<file path="src/rtl/dptr_pkg.sv">
package dptr_pkg;

    // pointer command applied in one cycle
    typedef enum logic [1:0] {
        OP_HOLD  = 2'd0,
        OP_LOAD  = 2'd1,
        OP_WRITE = 2'd2,
        OP_INC   = 2'd3
    } ptr_op_e;

    localparam int BYTE_W       = 8;
    localparam int CTL_SEL_BIT  = 0;
    localparam int CTL_ZERO_BIT = 2;
    localparam int CTL_FLAG_BIT = 3;

endpackage

</file>
<file path="src/rtl/dptr_ctl.sv">
module dptr_ctl
    import dptr_pkg::*;
(
    input  logic              clk,
    input  logic              rst_n,
    input  logic              wr_en,
    input  logic [BYTE_W-1:0] wdata,
    input  logic              inc_en,
    output logic              sel,
    output logic [BYTE_W-1:0] rdata
);

    logic              sel_q;
    logic              flag_q;
    logic [BYTE_W-1:0] cur;
    logic [BYTE_W-1:0] bumped;

    always_comb begin
        cur               = '0;
        cur[CTL_SEL_BIT]  = sel_q;
        cur[CTL_FLAG_BIT] = flag_q;
        bumped            = cur + BYTE_W'(1);
    end

    always_ff @(posedge clk or negedge rst_n) begin
        if (!rst_n) begin
            sel_q  <= 1'b0;
            flag_q <= 1'b0;
        end else if (wr_en) begin
            sel_q  <= wdata[CTL_SEL_BIT];
            flag_q <= wdata[CTL_FLAG_BIT];
        end else if (inc_en) begin
            sel_q  <= bumped[CTL_SEL_BIT];
            flag_q <= bumped[CTL_FLAG_BIT];
        end
    end

    assign sel   = sel_q;
    assign rdata = cur;

endmodule

</file>
<file path="src/rtl/dptr_slot.sv">
module dptr_slot
    import dptr_pkg::*;
#(
    parameter int PTR_W = 16
) (
    input  logic              clk,
    input  logic              rst_n,
    input  logic              hit,
    input  ptr_op_e           op,
    input  logic [PTR_W-1:0]  ld_val,
    input  logic              wr_hi,
    input  logic              wr_lo,
    input  logic [BYTE_W-1:0] wr_byte,
    output logic [PTR_W-1:0]  q
);

    localparam int HI_W = PTR_W - BYTE_W;

    logic [PTR_W-1:0] q_r;

    always_ff @(posedge clk or negedge rst_n) begin
        if (!rst_n) begin
            q_r <= '0;
        end else if (hit) begin
            unique case (op)
                OP_HOLD:  q_r <= q_r;
                OP_LOAD:  q_r <= ld_val;
                OP_WRITE: begin
                    if (wr_hi) q_r[PTR_W-1:BYTE_W] <= wr_byte[HI_W-1:0];
                    if (wr_lo) q_r[BYTE_W-1:0]     <= wr_byte;
                end
                OP_INC:   q_r <= q_r + PTR_W'(1);
            endcase
        end
    end

    assign q = q_r;

endmodule

</file>
<file path="src/rtl/dptr_addr.sv">
module dptr_addr
    import dptr_pkg::*;
#(
    parameter int PTR_W = 16,
    parameter int OFS_W = 8
) (
    input  logic [PTR_W-1:0] base,
    input  logic [OFS_W-1:0] ofs,
    output logic [PTR_W-1:0] sum
);

    localparam int PAD_W = PTR_W - OFS_W;

    assign sum = base + {{PAD_W{1'b0}}, ofs};

endmodule

</file>
<file path="src/rtl/dptr_file.sv">
module dptr_file
    import dptr_pkg::*;
#(
    parameter int PTR_W = 16,
    parameter int OFS_W = 8
) (
    input  logic              clk,
    input  logic              rst_n,
    input  logic              ld_en,
    input  logic [PTR_W-1:0]  ld_val,
    input  logic              inc_en,
    input  logic              wr_hi_en,
    input  logic              wr_lo_en,
    input  logic [7:0]        wr_byte,
    input  logic              ctl_wr_en,
    input  logic [7:0]        ctl_wdata,
    input  logic              ctl_inc_en,
    input  logic [OFS_W-1:0]  acc,
    output logic [PTR_W-1:0]  ptr_out,
    output logic [PTR_W-8-1:0] rd_hi,
    output logic [7:0]        rd_lo,
    output logic [PTR_W-1:0]  code_addr,
    output logic [7:0]        ctl_rdata
);

    localparam int PTR_CNT = 2;

    logic             sel;
    ptr_op_e          op;
    logic [PTR_W-1:0] slot_q [PTR_CNT];

    // command decode: load > byte write > increment
    always_comb begin
        if (ld_en)                      op = OP_LOAD;
        else if (wr_hi_en || wr_lo_en)  op = OP_WRITE;
        else if (inc_en)                op = OP_INC;
        else                            op = OP_HOLD;
    end

    dptr_ctl u_ctl (
        .clk    (clk),
        .rst_n  (rst_n),
        .wr_en  (ctl_wr_en),
        .wdata  (ctl_wdata),
        .inc_en (ctl_inc_en),
        .sel    (sel),
        .rdata  (ctl_rdata)
    );

    for (genvar g = 0; g < PTR_CNT; g++) begin : g_slot
        dptr_slot #(.PTR_W(PTR_W)) u_slot (
            .clk     (clk),
            .rst_n   (rst_n),
            .hit     (sel == 1'(g)),
            .op      (op),
            .ld_val  (ld_val),
            .wr_hi   (wr_hi_en),
            .wr_lo   (wr_lo_en),
            .wr_byte (wr_byte),
            .q       (slot_q[g])
        );
    end

    assign ptr_out = slot_q[sel];
    assign rd_hi   = ptr_out[PTR_W-1:BYTE_W];
    assign rd_lo   = ptr_out[BYTE_W-1:0];

    dptr_addr #(.PTR_W(PTR_W), .OFS_W(OFS_W)) u_addr (
        .base (ptr_out),
        .ofs  (acc),
        .sum  (code_addr)
    );

endmodule

</file>
<file path="config.mk">
export PLATFORM = sky130hd
export DESIGN_NAME = dptr_file
export DESIGN_NICKNAME = d
export VERILOG_FILES = /design/src/rtl/dptr_pkg.sv /design/src/rtl/dptr_ctl.sv /design/src/rtl/dptr_slot.sv /design/src/rtl/dptr_addr.sv /design/src/rtl/dptr_file.sv
export SDC_FILE = /design/constraint.sdc
export NUM_CORES = 1
export LEC_CHECK = 0
export ABC_AREA = 1
export BUFFER_PORTS_ARGS = -buffer_cell sky130_fd_sc_hd__buf_2
export CAP_MARGIN = 20
export CORE_UTILIZATION = 48
export CTS_BUF_LIST = sky130_fd_sc_hd__clkbuf_16
export CTS_CLUSTER_DIAMETER = 100
export DETAILED_ROUTE_END_ITERATION = 6
export PLACE_DENSITY = 0.77
export SLEW_MARGIN = 20
export SYNTH_ARGS = -nofsm -noshare
export SYNTH_HDL_FRONTEND = slang
export SYNTH_SLANG_ARGS = --single-unit
</file>
<file path="constraint.sdc">
create_clock -name clk -period 2.4 [get_ports clk]
set_input_delay 0.12 -clock clk [delete_from_list [all_inputs] [get_ports clk]]
set_output_delay 0.12 -clock clk [all_outputs]
set_load 0.01 [all_outputs]
</file>
Word-level counts from Yosys, hierarchy flattened
Cells that the tools add are included.
{"block": "word_totals", "output_inout_bits": 56, "regBits": 34, "wordCells": 40, "in_bits": 48}
{"block": "op_classes", "n_lt_le_gt_ge": 1, "addsub": 4, "n_eq_ne": 5, "bitwise": 3, "muxes": 14, "n_reduce_logical": 7}
{"op": "16-bit case mux with 3 select lines", "count": 2}
{"op": "16-bit two-way mux", "count": 3}
{"op": "16-bit by 1-bit adder with 16-bit output (second input constant)", "count": 2}
{"op": "16-bit by 8-bit adder with 16-bit output", "count": 1}
{"op": "8-bit two-way mux", "count": 2}
{"op": "3-bit AND reduction", "count": 4}
{"op": "2-bit two-way mux", "count": 3}
{"op": "4-bit by 1-bit adder with 4-bit output (second input constant)", "count": 1}
{"op": "2-bit == test (second input constant)", "count": 2}
{"op": "1-bit two-way mux", "count": 4}
{"op": "2-bit != test (second input constant)", "count": 2}
{"op": "2-bit by 1-bit == test with 1-bit output (second input constant)", "count": 1}
{"op": "2-bit >= comparator (second input constant)", "count": 1}
{"op": "2-bit zero test", "count": 1}
{"op": "1-bit inverter", "count": 2}
{"op": "1-bit inverter with 2-bit output", "count": 1}
{"op": "2-bit nonzero test", "count": 1}
{"op": "1-bit logical OR", "count": 1}

Longest topological paths before layout
{"block": "logic_depth", "ltp_word": 6, "ltp_mapped": 15, "ltp_nobuf": 13}

Hierarchy
Synthesis repeated with hierarchy kept, for this count alone.
{"block": "hier_totals", "cells_unflattened": 610, "area_unflattened_um2": 3727.3}
{"module": "dptr_slot", "cells_each": 194, "seq_area_each_um2": 400.4, "area_each_um2": 1265.0, "instances": 2}
{"module": "dptr_addr", "cells_each": 126, "seq_area_each_um2": 0.0, "area_each_um2": 656.9, "instances": 1}
{"module": "dptr_file", "cells_each": 74, "seq_area_each_um2": 0.0, "area_each_um2": 382.9, "instances": 1}
{"module": "dptr_ctl", "cells_each": 22, "seq_area_each_um2": 50.0, "area_each_um2": 157.7, "instances": 1}

Worst setup path after synthesis
No wires, ideal clock.
{"block": "synth_path", "path_kind": "flip-flop to output port", "from": "register u_ctl.sel_q, in the netlist u_ctl.sel", "to": "output code_addr[10]", "required_time_ns": 2.280, "arrival_time_ns": 2.643, "slack_ns": -0.363, "stages_incl_launch_ff": 13, "n_path_buf": 3, "path_cell_list": "dfrtp_1 buf_6 buf_12 buf_6 o21ai_0 ha_1 inv_1 fa_1 o21ai_1 nand2_1 nand3_1 nand2_1 xnor2_1"}
{"block": "synth_between", "elab_chain_len": 5}
{"element": "start, declared", "line_no": "dptr_ctl.sv:13", "source": "logic sel_q;"}
{"element": "start signal, assigned", "line_no": "dptr_ctl.sv:30", "source": "sel_q <= wdata[CTL_SEL_BIT];"}
{"element": "start signal, assigned", "line_no": "dptr_ctl.sv:33", "source": "sel_q <= bumped[CTL_SEL_BIT];"}
{"element": "1-bit inverter with 2-bit output (not written as such)", "line_no": "dptr_file.sv:64", "source": "assign ptr_out = slot_q[sel];"}
{"element": "16-bit two-way mux (not written as such) (3 in series)", "line_no": "dptr_file.sv:64"}
{"element": "via ptr_out[0]", "line_no": "dptr_file.sv:19", "source": "output logic [PTR_W-1:0] ptr_out,"}
{"element": "16-bit by 8-bit adder with 16-bit output", "line_no": "dptr_addr.sv:14", "source": "assign sum = base + {{PAD_W{1'b0}}, ofs};"}
{"element": "end, declared", "line_no": "dptr_file.sv:22", "source": "output logic [PTR_W-1:0] code_addr,"}
The timed path passes the listed nets, and every way through them passes these cells. The select of a mux whose other input is x is not followed.

Final worst setup path
{"block": "layout_path", "from": "register u_ctl.sel_q, in the netlist u_ctl.sel", "to": "output code_addr[10]"}
{"block": "layout_between", "elab_chain_len": 5}
{"element": "1-bit inverter with 2-bit output (not written as such)", "line_no": "dptr_file.sv:64"}
{"element": "16-bit two-way mux (not written as such) (3 in series)", "line_no": "dptr_file.sv:64"}
{"element": "16-bit by 8-bit adder with 16-bit output", "line_no": "dptr_addr.sv:14"}
No other way between the ends. The select of a mux whose other input is x is not followed.

==> impl_results.md <==
* Status: complete, no violations
* PortBufs at 91
* Vias at 3875
* Sequential share of power at 26.7%
* Vias/cell at 5.20
* Leakage at 2.28 nW
* Mapped cell area at 3510 sq um
* Layout cells sized above 1 at 26.2%
* Post-synthesis register bit count at 34
* Most frequent cells in the layout: nand2_1, buf_2, inv_1
* Antenna fix cells at 0
* Max Clock Freq at 417 MHz
* Root buffer cell: clkbuf_16
* Initial Util at 50.6%
* Worst-path clk slew at 0.06 ns
* Min Clock Period, post-route at 2.40 ns
* Sequential area share after synthesis at 24.2%
* Crit path required time at 2.28 ns
* H-tree levels at 2
* Placed cell count at 726
* CP top delay family: adder cells
* CP Class: reg -> out
* DRT iter0 DRCs at 383
* Maxcap violations at 0
* Total track usage at 27.2%
* CP max FO at 7
* Row Count at 30
* Worst hold-check path type: in -> reg
* ANT nets after route at 0
* Commonest non-fill, non-tap cell in the layout: nand2_1
* RSZ-0062 raised after global routing: true
* Finished Layout Cells at 745
* Synth-to-layout area growth at 23.4%
* Pwr/cell area at 742 nW/um^2
* Fin nets at 707
* Worst ir drop on vdd at 315 uV
* Final hold vios at 0
* Max-slew headroom at 44.9%
* Slew at the pin closest to its max-slew limit at 0.827 ns
* Num ports at 104
* Cell variety after synth at 35
* Arrival time worst endpoint at 2.28 ns
* Overflow left after global routing at 0
* Dpl cell area at 3870 sq um
* Tcrit/Tclk final at 100%
* Async SR Flop Fraction at 100%
* Post-route cell area at 4330 sq um
* Dpl hpwl at 7570 microns
* Initial antenna violation count at 0
* GPL Wtd Cong at 0.926
* Num Clock Sinks at 34
* Cells after synthesis at 568
* Avg Cell Area, Syn at 6.18 sq um
* Net Switching at 1.44 mW
* Clk buf depth at 2
* TritonCTS clock tree: yes
* Residual DRC count at 0
* Post-synth top flop: dfrtp_1
* Avg WL per Cell at 13.6 microns
* First-pass GRT wire length at 16100 microns
* Post-synth EDFFs at 0
* Critical Path Max Stage Delay at 0.42 ns
* Critical path endpoint category: output pin
* Die X at 87.5 microns
* Critical Path Slowest Stage Cell: dfrtp_2
* Worst-path cell chain: buf_12 > o21ai_4 > ha_4 > inv_2 > fa_2 > o21ai_4 > nand2_2 > nand3_4 > nand2_2 > xnor2_2 > buf_2
* Skew-Pair Late Insertion Delay at 0.28 ns
* Clk network pwr share at 19.4%
* Die H at 87.5 microns
* Max Slew Vio Count at 0
* Internal power at 1.77 mW
* TritonRoute pass-1 iters at 5
* Buffers & Inverters on Critical Path at 3
* Core area at 6940 sq um
* Setup violators final at 0
* Clock Skew at 0.00350 ns
* Crit start category: register
* Die area at 7660 sq um
* Net Sw Frac at 44.9%
* Logic pwr share at 53.9%
* Vias in the first global route at 3544
* Ys Warns at 0
* Total CTS buffers at 5
* Final wirelength at 10100 microns
* Largest net degree at the start of global routing at 35
synthesized netlist by cell type, types with 2 or more instances:
library cell / n / area, sq um
o21ai_0: 20 / 100
o21ai_4: 2 / 32.5
nand2_2: 4 / 25.0
nor2_4: 5 / 56.3
nor2_2: 6 / 37.5
buf_6: 4 / 45.0
nor2_1: 47 / 176
xnor2_1: 3 / 26.3
dfrtp_1: 34 / 851
or2_2: 2 / 12.5
nor3_1: 4 / 20.0
inv_1: 76 / 285
ha_1: 10 / 125
buf_2: 5 / 25.0
o21ai_2: 5 / 43.8
o21ai_1: 18 / 90.1
a21boi_1: 5 / 37.5
a21oi_1: 20 / 100
o21a_1: 2 / 15.0
nand4_1: 11 / 68.8
nand2_1: 186 / 698
nand3_1: 51 / 255
xor2_1: 6 / 52.6
o21bai_1: 4 / 30.0
and2_1: 3 / 18.8
buf_4: 26 / 195
cell type report:
| class | instances | area, sq um |
|---|---|---|
| Fill cell | 625 | 2610 |
| Multi-Input combinational cell | 426 | 2320 |
| Sequential cell | 34 | 852 |
| Timing Repair Buffer | 104 | 617 |
| Inverter | 77 | 289 |
| Clock buffer | 5 | 125 |
| Tap cell | 96 | 120 |
| Clock inverter | 3 | 12.5 |
timing repair:
| action | in CTS | in global routing |
|---|---|---|
| hold buffers | 1 | 0 |
| setup buffers | 6 | 3 |
| endpoints found under the hold margin | 34 | 0 |
| pin swaps | 12 | 7 |
| gates cloned | 1 | 0 |
| setup endpoints to repair | 11 | 11 |
| gates resized for setup | 27 | 22 |
per-stage QoR:
| stage | setup TNS (ns) | worst slack, ns | total power [mW] | util, % | hold slack [ns] |
|---|---|---|---|---|---|
| after floorplan | -0.0258 | -0.0128 | 1.95 | - | -0.176 |
| final | 0 | 0.000774 | 3.22 | 62.4 | 0.0473 |
| after global placement | 0 | 0.156 | 2.31 | 55.8 | 0.257 |
| after CTS | -0.0570 | -0.0311 | 3.08 | 60.3 | 0.0455 |
| after detailed placement | 0 | 0.0103 | 2.34 | 55.8 | 0.271 |
| after global routing | -0.422 | -0.0937 | 3.45 | 62.4 | 0.0665 |
routing by layer:
layer | track usage (%) | routed length (microns)
met1 | 36.6 | 4500
met2 | 45.9 | 4750
met3 | 2.18 | 685
met4 | 9.69 | 211
met5 | 0 | 0
power groups by stage:
stage | logic (mW) | clock network, mW | registers, mW
floorplan | 1.14 | 0 | 0.809
global placement | 1.45 | 0 | 0.857
detailed placement | 1.48 | 0 | 0.863
CTS | 1.60 | 0.628 | 0.850
global route | 1.93 | 0.644 | 0.876
finish | 1.73 | 0.623 | 0.859
cell families after synthesis:
family	synth area share [%]
buf+inv	16.4
flops	24.2
xor+xnor	2.25
other cells	0.107
compound gates	13.4
fa+ha+maj	4.13
simple gates	39.5
worst register-to-register path: cells and delay by family (launching register included):
| family | cells | cell delay, ns |
|---|---|---|
| buf+inv | 5 | 0.88 |
| compound gates | 1 | 0.06 |
| simple gates | 2 | 0.44 |
| flops | 1 | 0.42 |
final timing paths:
| path | from | to | slack, ns | cells after the start |
|---|---|---|---|---|
| worst max register to register | u_ctl.sel | g_slot[0].u_slot.q[10] | 0.48 | 8 |
| worst min-delay path | ctl_wdata[3] | u_ctl.flag_q | 0.05 | 3 |
| worst max-delay path | u_ctl.sel | code_addr[10] | 0.0008 | 11 |
| worst min register to register | u_ctl.flag_q | u_ctl.flag_q | 0.47 | 2 |
| max in group asynchronous | rst_n | u_ctl.sel | 1.34 | 2 |
| min in group asynchronous | rst_n | g_slot[1].u_slot.q[1] | 0.48 | 2 |
state kept, by name, indices dropped and copies added, names as in the netlist:
| signal | flops |
|---|---|
| u_ctl.flag_q | 1 |
| g_slot.u_slot.q | 32 |
| u_ctl.sel | 1 |
No activity file was read; power rests on OpenSTA's default activity.
